`src/rtl/perfmon_pkg.sv`:
```
`timescale 1ns/1ps
package perfmon_pkg;
  localparam int ADDR_W   = 12;
  localparam int DATA_W   = 32;
  localparam int NUM_EVT  = 4;
  localparam int NUM_CNT  = NUM_EVT + 1;
  localparam int TIME_IDX = NUM_EVT;
  localparam int TIME_BIT = DATA_W - 1;

  localparam logic [ADDR_W-1:0] ADR_CTRL   = 12'h000;
  localparam logic [ADDR_W-1:0] ADR_CFG    = 12'h004;
  localparam logic [ADDR_W-1:0] ADR_STAT   = 12'h008;
  localparam logic [ADDR_W-1:0] ADR_CLR    = 12'h00C;
  localparam logic [ADDR_W-1:0] ADR_TIME   = 12'h020;
  localparam logic [ADDR_W-1:0] ADR_EVT0   = 12'h030;
  localparam logic [ADDR_W-1:0] ADR_VER    = 12'h3F4;
  localparam logic [ADDR_W-1:0] ADR_ID     = 12'h3F8;
  localparam int                EVT_STRIDE = 8;

  function automatic logic [ADDR_W-1:0] evt_addr(input int n);
    return ADR_EVT0 + ADDR_W'(EVT_STRIDE * n);
  endfunction
endpackage

```
`src/rtl/perfmon_counter.sv`:
```
`timescale 1ns/1ps
module perfmon_counter #(
  parameter int CNT_W = 32
) (
  input  logic             clk_i,
  input  logic             rst_ni,
  input  logic             clr_i,
  input  logic             inc_i,
  output logic [CNT_W-1:0] cnt_o,
  output logic             ovf_o,
  output logic             flag_o
);
  logic [CNT_W-1:0] cnt_q;
  logic             flag_q;

  // wrap event; a same-cycle clear suppresses it
  assign ovf_o = inc_i & ~clr_i & (&cnt_q);

  always_ff @(posedge clk_i or negedge rst_ni) begin
    if (!rst_ni) begin
      cnt_q <= '0;
    end else if (clr_i) begin
      cnt_q <= '0;
    end else if (inc_i) begin
      cnt_q <= cnt_q + 1'b1;
    end
  end

  always_ff @(posedge clk_i or negedge rst_ni) begin
    if (!rst_ni) begin
      flag_q <= 1'b0;
    end else if (clr_i) begin
      flag_q <= 1'b0;
    end else if (ovf_o) begin
      flag_q <= 1'b1;
    end
  end

  assign cnt_o  = cnt_q;
  assign flag_o = flag_q;
endmodule

```
`src/rtl/perfmon_ctrl.sv`:
```
`timescale 1ns/1ps
module perfmon_ctrl (
  input  logic clk_i,
  input  logic rst_ni,
  input  logic start_i,
  input  logic stop_i,
  input  logic ovf_any_i,
  input  logic flag_any_i,
  output logic run_o
);
  logic run_q;

  // overflow beats stop beats start; start needs a clean status
  always_ff @(posedge clk_i or negedge rst_ni) begin
    if (!rst_ni) begin
      run_q <= 1'b0;
    end else if (ovf_any_i || stop_i) begin
      run_q <= 1'b0;
    end else if (start_i && !flag_any_i) begin
      run_q <= 1'b1;
    end
  end

  assign run_o = run_q;
endmodule

```
`src/rtl/perfmon_regs.sv`:
```
`timescale 1ns/1ps
module perfmon_regs
  import perfmon_pkg::*;
#(
  parameter int          CNT_W        = 32,
  parameter logic [31:0] ID_WORD      = 32'h0,
  parameter logic [31:0] VERSION_WORD = 32'h0
) (
  input  logic                           clk_i,
  input  logic                           rst_ni,
  input  logic [ADDR_W-1:0]              addr_i,
  input  logic                           wr_en_i,
  input  logic [DATA_W-1:0]              wr_data_i,
  input  logic                           run_i,
  input  logic [NUM_CNT-1:0]             flag_i,
  input  logic [NUM_CNT-1:0][CNT_W-1:0]  cnt_i,
  output logic                           start_o,
  output logic                           stop_o,
  output logic [NUM_CNT-1:0]             clr_o,
  output logic [NUM_EVT-1:0]             cfg_o,
  output logic [DATA_W-1:0]              rd_data_o
);
  logic               wr_ctrl, wr_cfg, wr_clr;
  logic [NUM_EVT-1:0] cfg_q;
  logic               unused_wdata;

  assign wr_ctrl = wr_en_i && (addr_i == ADR_CTRL);
  assign wr_cfg  = wr_en_i && (addr_i == ADR_CFG);
  assign wr_clr  = wr_en_i && (addr_i == ADR_CLR);

  assign start_o = wr_ctrl & wr_data_i[0];
  assign stop_o  = wr_ctrl & wr_data_i[1];
  assign clr_o   = wr_clr ? {wr_data_i[TIME_BIT], wr_data_i[NUM_EVT-1:0]} : '0;

  assign unused_wdata = ^wr_data_i[TIME_BIT-1:NUM_EVT];

  always_ff @(posedge clk_i or negedge rst_ni) begin
    if (!rst_ni) begin
      cfg_q <= '0;
    end else if (wr_cfg) begin
      cfg_q <= wr_data_i[NUM_EVT-1:0];
    end
  end

  assign cfg_o = cfg_q;

  always_comb begin
    rd_data_o = '0;
    case (addr_i)
      ADR_CTRL: rd_data_o = DATA_W'(run_i);
      ADR_CFG:  rd_data_o = DATA_W'(cfg_q);
      ADR_STAT: begin
        rd_data_o[TIME_BIT]    = flag_i[TIME_IDX];
        rd_data_o[NUM_EVT-1:0] = flag_i[NUM_EVT-1:0];
      end
      ADR_TIME: rd_data_o = DATA_W'(cnt_i[TIME_IDX]);
      ADR_VER:  rd_data_o = VERSION_WORD;
      ADR_ID:   rd_data_o = ID_WORD;
      default:  rd_data_o = '0;
    endcase
    for (int n = 0; n < NUM_EVT; n++) begin
      if (addr_i == evt_addr(n)) rd_data_o = DATA_W'(cnt_i[n]);
    end
  end
endmodule

```
`src/rtl/mem_perf_monitor.sv`:
```
`timescale 1ns/1ps
module mem_perf_monitor
  import perfmon_pkg::*;
#(
  parameter int          CNT_W        = 32,
  parameter logic [31:0] ID_WORD      = 32'h4D50_4D31,
  parameter logic [31:0] VERSION_WORD = 32'h0001_0000
) (
  input  logic              clk_i,
  input  logic              rst_ni,
  input  logic [11:0]       addr_i,
  input  logic              wr_en_i,
  input  logic [31:0]       wr_data_i,
  input  logic [3:0]        evt_i,
  output logic [31:0]       rd_data_o,
  output logic              irq_o
);
  logic                          run_q;
  logic                          start, stop;
  logic [NUM_EVT-1:0]            cfg;
  logic [NUM_CNT-1:0]            clr_vec, inc_vec, ovf_vec, flag_vec;
  logic [NUM_CNT-1:0][CNT_W-1:0] cnt_arr;

  perfmon_regs #(
    .CNT_W       (CNT_W),
    .ID_WORD     (ID_WORD),
    .VERSION_WORD(VERSION_WORD)
  ) i_regs (
    .clk_i    (clk_i),
    .rst_ni   (rst_ni),
    .addr_i   (addr_i),
    .wr_en_i  (wr_en_i),
    .wr_data_i(wr_data_i),
    .run_i    (run_q),
    .flag_i   (flag_vec),
    .cnt_i    (cnt_arr),
    .start_o  (start),
    .stop_o   (stop),
    .clr_o    (clr_vec),
    .cfg_o    (cfg),
    .rd_data_o(rd_data_o)
  );

  perfmon_ctrl i_ctrl (
    .clk_i     (clk_i),
    .rst_ni    (rst_ni),
    .start_i   (start),
    .stop_i    (stop),
    .ovf_any_i (|ovf_vec),
    .flag_any_i(|flag_vec),
    .run_o     (run_q)
  );

  always_comb begin
    inc_vec[TIME_IDX] = run_q;
    for (int n = 0; n < NUM_EVT; n++) begin
      inc_vec[n] = run_q & cfg[n] & evt_i[n];
    end
  end

  for (genvar g = 0; g < NUM_CNT; g++) begin : g_cnt
    perfmon_counter #(.CNT_W(CNT_W)) i_cnt (
      .clk_i (clk_i),
      .rst_ni(rst_ni),
      .clr_i (clr_vec[g]),
      .inc_i (inc_vec[g]),
      .cnt_o (cnt_arr[g]),
      .ovf_o (ovf_vec[g]),
      .flag_o(flag_vec[g])
    );
  end

  assign irq_o = |flag_vec;
endmodule

```
`config.mk`:
```
export PLATFORM = sky130hd
export DESIGN_NAME = mem_perf_monitor
export DESIGN_NICKNAME = d
export VERILOG_FILES = /design/src/rtl/perfmon_pkg.sv /design/src/rtl/perfmon_counter.sv /design/src/rtl/perfmon_ctrl.sv /design/src/rtl/perfmon_regs.sv /design/src/rtl/mem_perf_monitor.sv
export SDC_FILE = /design/constraint.sdc
export NUM_CORES = 1
export LEC_CHECK = 0
export ABC_AREA = 1
export ABC_CLOCK_PERIOD_IN_PS = 2400
export CAP_MARGIN = 20
export CORE_MARGIN = 3
export CORE_UTILIZATION = 45
export CTS_CLUSTER_DIAMETER = 40
export DETAILED_ROUTE_END_ITERATION = 8
export RECOVER_POWER = 100
export SKIP_LAST_GASP = 1
export SLEW_MARGIN = 20
export SYNTH_ARGS = -nofsm -noshare
export SYNTH_HDL_FRONTEND = slang
export SYNTH_SLANG_ARGS = --single-unit
```
`constraint.sdc`:
```
create_clock -name clk_i -period 2.4 [get_ports clk_i]
set_input_delay 0.48 -clock clk_i [delete_from_list [all_inputs] [get_ports clk_i]]
set_output_delay 0.48 -clock clk_i [all_outputs]
set_load 0.005 [all_outputs]
```
==> results.cfg, run 1 <==
[place]
port_buffers = 56
pre_cts_ws_ns = -1.09
place_congestion = 1.02
place_inst = 2378
dp.final_hpwl_um = 37800

[drt]
vias_per_cell = 5.70
firstDrtPassIters = 5
wl_met1_um = 21100
drtIter0Drc = 1396
wire_per_inst_um = 20.2
route.met3.wl_um = 3520
ant_nets = 0
wl_met2_um = 22200
dr.max_layer_used = met4
drc = 0
vias = 14000
wl_um = 49700

[sta]
min_period_over_period_pct = 107
setup_viol = 30
fin_crit_ns = 2.56
hold_viol_final = 0
fmax_mhz = 390
slew-limit-headroom_pct = 4.07
layout_setup_ws_ns = -0.164
worst_slew_pin_slew_ns = 1.44
rsz0062_at_grt = true
clock_skew_ns = 0.0178
tns_ns = -2.64
timing_max_transition_violations_final = 0

[clocking]
htreeDepth = 4
cts_tree = yes
clk_pin_slew_ns = 0.08
insertion_delay_ns = 0.45
cts.path.max_buffers = 2
clock-sinks = 170
root_buffer = clkbuf_16
cts_buffers = 17

[final_layout]
area_growth_pct = 28.7
fillers = 2554
diodes = 0
drive_gt1_share_pct = 21.0
final_cells = 2459
fin_nets = 2161

[hold_path]
hold_class = in -> async

[floorplanning]
start_util_pct = 46.0
io-pin-count = 84
core_sq_um = 27000
die_area_sq_um = 29600
rows = 60
die_y_um = 172
die_w_um = 172

[setup_path]
r2r_cells = 9
reg2reg_slack_ns = 0.04
start_kind = input pin
crit_path_max_fanout = 6
end_kind = output port
cp.required_ns = 1.92
r2r-start = g_cnt[0].i_cnt.cnt_o[0]
cp.arrival_ns = 2.08
r2r-end = i_ctrl.run_o
crit_type = in -> out

[global_routing]
grt_pass1_wl_um = 76100
antenna_found_initial = 0
grt_pass1_vias = 13200
grt_usage_pct = 33.7
grt_max_degree = 57
globalRouteOverflowTotal = 0

[status]
violations = negative setup slack
run_status = finished, violations left

[power_and_ir_drop]
power_uw = 6780
p_per_area_nw_per_um2 = 424
ir_drop_mv = 0.414
p_sw_share_pct = 30.3
combPwrFrac_pct = 10.7
p_leak_uw = 0.00769
power.share.clock_pct = 42.9
seq_power_share_pct = 46.4
switching_power_uw = 2060
internal_power_uw = 4720

[yosys]
synth_cells = 1908
synth.top_cells.by_count = 524 x nand2_1, 263 x inv_1, 198 x nor2_1
yosysWarningCount = 0
yosysSeqAreaShare_pct = 34.3
synth.largest_area_cell = dfrtp_1
synth_nets = 1964
synth_seq_cells = 170
yosysMostFrequentCell = nand2_1
avgSynthCellArea_sq_um = 6.51
synthDistinctLibCells = 55
synth.cell_area_sq_um = 12400
async_flop_share_pct = 100
yosys.area.top_type_share_pct = 34.3
synthTopCellsByArea = dfrtp_1 34%, nand2_1 16%, inv_1 7.9%
synth-edff-count = 0
yosys_most_used_dff = dfrtp_1

[run]
drv_cap = 0
[sequential cells by signal, summed over array words and instances (netlist names)]
register / cells
g_cnt.i_cnt.cnt_o: 160
g_cnt.i_cnt.flag_o: 5
i_ctrl.run_o: 1
i_regs.cfg_o: 4
[timing repair]
item,CTS,global route
hold buffers,0,0
setup buffers,42,6
gates cloned,9,0
pin swaps,81,60
setup endpoints to repair,32,32
resized for setup,381,90
[kinds of logic after synthesis]
group	Yosys count	share of synthesized area, %
compound gates	257	11.2
xor+xnor	18	1.27
fa+ha+maj	5	0.504
buf+inv	321	10.3
flops	170	34.3
simple gates	1137	42.4
[worst max-delay path by stage]
stage,start,to,depth (start not counted)
finish,addr_i[8],rd_data_o[25],13
global route,addr_i[1],rd_data_o[25],13
CTS,addr_i[0],rd_data_o[7],12
detailed placement,addr_i[4],rd_data_o[7],10
global placement,addr_i[4],rd_data_o[7],10
floorplan,addr_i[9],rd_data_o[17],11
[metal layers]
layer	track usage (%)	up-vias
met3	5.78	169
li1	-	6629
met2	52.5	594
met4	16.4	0
met5	0	-
met1	45.6	6613
[final cells by class]
| class | count | area (sq um) | share of cell area [%] |
|---|---|---|---|
| inverter | 278 | 1070 | 6.70 |
| timing repair buffer | 218 | 1960 | 12.3 |
| clock inverter | 15 | 169 | 1.06 |
| clock buffer | 17 | 425 | 2.66 |
| multi-input combinational | 1420 | 7680 | 48.0 |
| sequential | 170 | 4250 | 26.6 |
| tap | 341 | 427 | 2.67 |
[stage by stage]
step / hold slack [ns] / cell area, sq um / util (%)
floorplan: 0.184 / 12400 / -
global placement: 0.484 / 14200 / 52.4
detailed placement: 0.497 / 14200 / 52.4
CTS: 0.0179 / 15900 / 58.9
global route: 0.464 / 16000 / 59.2
finish: 0.355 / 16000 / 59.2
[worst max-delay path, stage by stage]
cell and delay, ns:
buf_2 0.12, nor2_4 0.11, nand2_4 0.08, nor2_4 0.18, nand2_4 0.09, buf_6 0.15
buf_12 0.13, buf_8 0.12, buf_12 0.12, nor3_4 0.17, nor3_4 0.09, a21oi_1 0.11
buf_2 0.12
[layout by cell type (no fill, tap or decap), types with 10 or more instances in the layout]
| master | count |
|---|---|
| a21oi_1 | 55 |
| a21oi_2 | 10 |
| buf_12 | 16 |
| buf_2 | 35 |
| buf_4 | 84 |
| buf_6 | 30 |
| clkbuf_1 | 18 |
| clkbuf_16 | 17 |
| clkdlybuf4s50_1 | 10 |
| dfrtp_1 | 170 |
| inv_1 | 257 |
| inv_2 | 13 |
| nand2_1 | 489 |
| nand2_2 | 35 |
| nand2_4 | 12 |
| nand3_1 | 128 |
| nand3_2 | 16 |
| nand4_1 | 81 |
| nor2_1 | 195 |
| nor2_2 | 23 |
| nor2_4 | 19 |
| nor3_1 | 89 |
| nor3_4 | 11 |
| o21ai_0 | 95 |
| o21ai_1 | 18 |
| o21ai_2 | 32 |
| xor2_1 | 17 |
[power groups by stage]
stage / Clock (uW) / Combinational [uW] / Sequential (uW)
finish: 2910 / 729 / 3150
global placement: 0 / 688 / 3190
detailed placement: 0 / 693 / 3190
floorplan: 0 / 399 / 3140
global route: 3090 / 811 / 3160
CTS: 2950 / 725 / 3140
Power figures use the tool's default switching activity.
==> inputs of run 2 (changes only) <==
- CORE_MARGIN: 3 -> 4
==> results.cfg, run 2 (same netlist as run 1, synthesis figures left out) <==
[drt]
wire_per_inst_um = 20.1
ant_nets = 0
vias = 13800
vias_per_cell = 5.63
drtIter0Drc = 1384
wl_um = 49500
firstDrtPassIters = 7
drc = 0

[final_layout]
post-route-util_pct = 58.5
final_cells = 2458
fin_nets = 2161
seqCellArea_sq_um = 4250
diodes = 0
final_common_cell = nand2_1
multi_input_area_sq_um = 7550
drive_gt1_share_pct = 20.9
fillers = 2722
largest_reg_flops = 160
area_growth_pct = 27.4
final_cell_mix = 480 x nand2_1, 255 x inv_1, 195 x nor2_1

[floorplanning]
die_y_um = 174
start_util_pct = 46.0
die_w_um = 174
core_sq_um = 27000
rows = 60
io-pin-count = 84
die_area_sq_um = 30300

[global_routing]
antenna_found_initial = 0
grt_max_degree = 61
grt_pass1_wl_um = 76200
globalRouteOverflowTotal = 0
grt_pass1_vias = 13300
grt_usage_pct = 32.3

[clocking]
root_buffer = clkbuf_16
insertion_delay_ns = 0.46
cts_tree = yes
clock-sinks = 170
cts.path.max_buffers = 2
clk_pin_slew_ns = 0.07
hold_buffers = 0
htreeDepth = 4
cts_buffers = 17

[setup_path]
crit_path_max_fanout = 8
cp.arrival_ns = 2.04
end_kind = output port
crit_type = in -> out
cp.required_ns = 1.92
start_kind = input pin

[sta]
slew-limit-headroom_pct = -12.5
clock_skew_ns = 0.0120
fmax_mhz = 396
hold_viol_final = 0
layout_setup_ws_ns = -0.123
min_period_over_period_pct = 105
whs_ns = 0.443
timing_max_transition_violations_final = 61
rsz0062_at_grt = true
setup_viol = 32
fin_crit_ns = 2.52
worst_slew_pin_slew_ns = 1.69

[power_and_ir_drop]
switching_power_uw = 2010
seq_power_share_pct = 47.5
p_per_area_nw_per_um2 = 423
ir_drop_mv = 0.413
p_sw_share_pct = 30.1
p_leak_uw = 0.00763
power.share.clock_pct = 41.9
power_uw = 6690
combPwrFrac_pct = 10.6
internal_power_uw = 4670

[status]
violations = max-capacitance violations, max-slew violations, negative setup slack
run_status = finished, violations left

[hold_path]
hold_class = in -> async

[place]
dp.final_hpwl_um = 38700
port_buffers = 56
pre_cts_ws_ns = -0.951
place_inst = 2395
place_congestion = 1.06

[run]
drv_cap = 1
-- run 2: cell types whose count changed in the layout (fill, tap and decap cells not counted), moves of 8 or more --
cell / change
buf_6: +11
nand2_2: +12
o21ai_2: -9
o21ai_0: +8
nand2_1: -9
-- run 2: per-layer routing --
| metal | vias up | routed length, um | GRT usage [%] |
|---|---|---|---|
| li1 | 6624 | - | - |
| met1 | 6558 | 21200 | 43.8 |
| met2 | 532 | 22200 | 51.1 |
| met5 | - | 0 | 0 |
| met3 | 135 | 3310 | 5.07 |
| met4 | 0 | 2750 | 14.6 |
-- run 2: path summary, 6_finish.rpt --
path / from / to / slack (ns) / cells past startpoint
max: addr_i[1] / rd_data_o[22] / -0.12 / 15
min: rst_ni / g_cnt[1].i_cnt.cnt_o[24] / 0.44 / 1
max reg2reg: i_ctrl.run_o / g_cnt[2].i_cnt.cnt_o[17] / -0.01 / 12
min reg2reg: g_cnt[3].i_cnt.cnt_o[14] / g_cnt[3].i_cnt.cnt_o[14] / 0.51 / 1
max in group asynchronous: rst_ni / g_cnt[3].i_cnt.cnt_o[14] / 0.33 / 2
min in group clk_i: g_cnt[3].i_cnt.cnt_o[14] / g_cnt[3].i_cnt.cnt_o[14] / 0.51 / 1
-- run 2: power groups by stage --
stage                     logic [uW]  registers [uW]  clock network [uW]
after floorplan                  399            3140                   0
after global placement           671            3220                   0
after detailed placement         679            3220                   0
after CTS                        704            3170                2840
after global routing             797            3190                2960
final                            706            3180                2800
-- run 2: what timing repair did --
item,CTS,global route
buffers inserted,29,7
pin swaps,76,78
endpoints found under the setup margin,32,32
gates cloned,8,1
gates resized for setup,380,110
-- run 2: per-stage QoR --
step	instance area [sq um]	TNS [ns]
after floorplan	12400	0
after global placement	14200	-28.71
after detailed placement	14200	-29.94
after CTS	15700	-1.42
after global routing	15800	-7.08
final	15800	-1.41
-- run 2: area by class of cell --
type	instances	area share, %
sequential	170	26.9
tap	341	2.70
clock buffer	17	2.69
multi-input combinational	1417	47.7
inverter	278	6.83
clock inverter	14	0.870
timing repair buffer	221	12.3
-- run 2: critical path, cell delays in order --
cell and delay [ns]:
buf_6 0.09, nor2_4 0.14, nand3_4 0.10, nor2_4 0.15, nand2_2 0.12, buf_8 0.16
buf_12 0.13, buf_8 0.14, o21ai_4 0.06, inv_1 0.06, nand2_1 0.08, nand3b_1 0.10
nand2_2 0.10, inv_2 0.04, buf_6 0.10
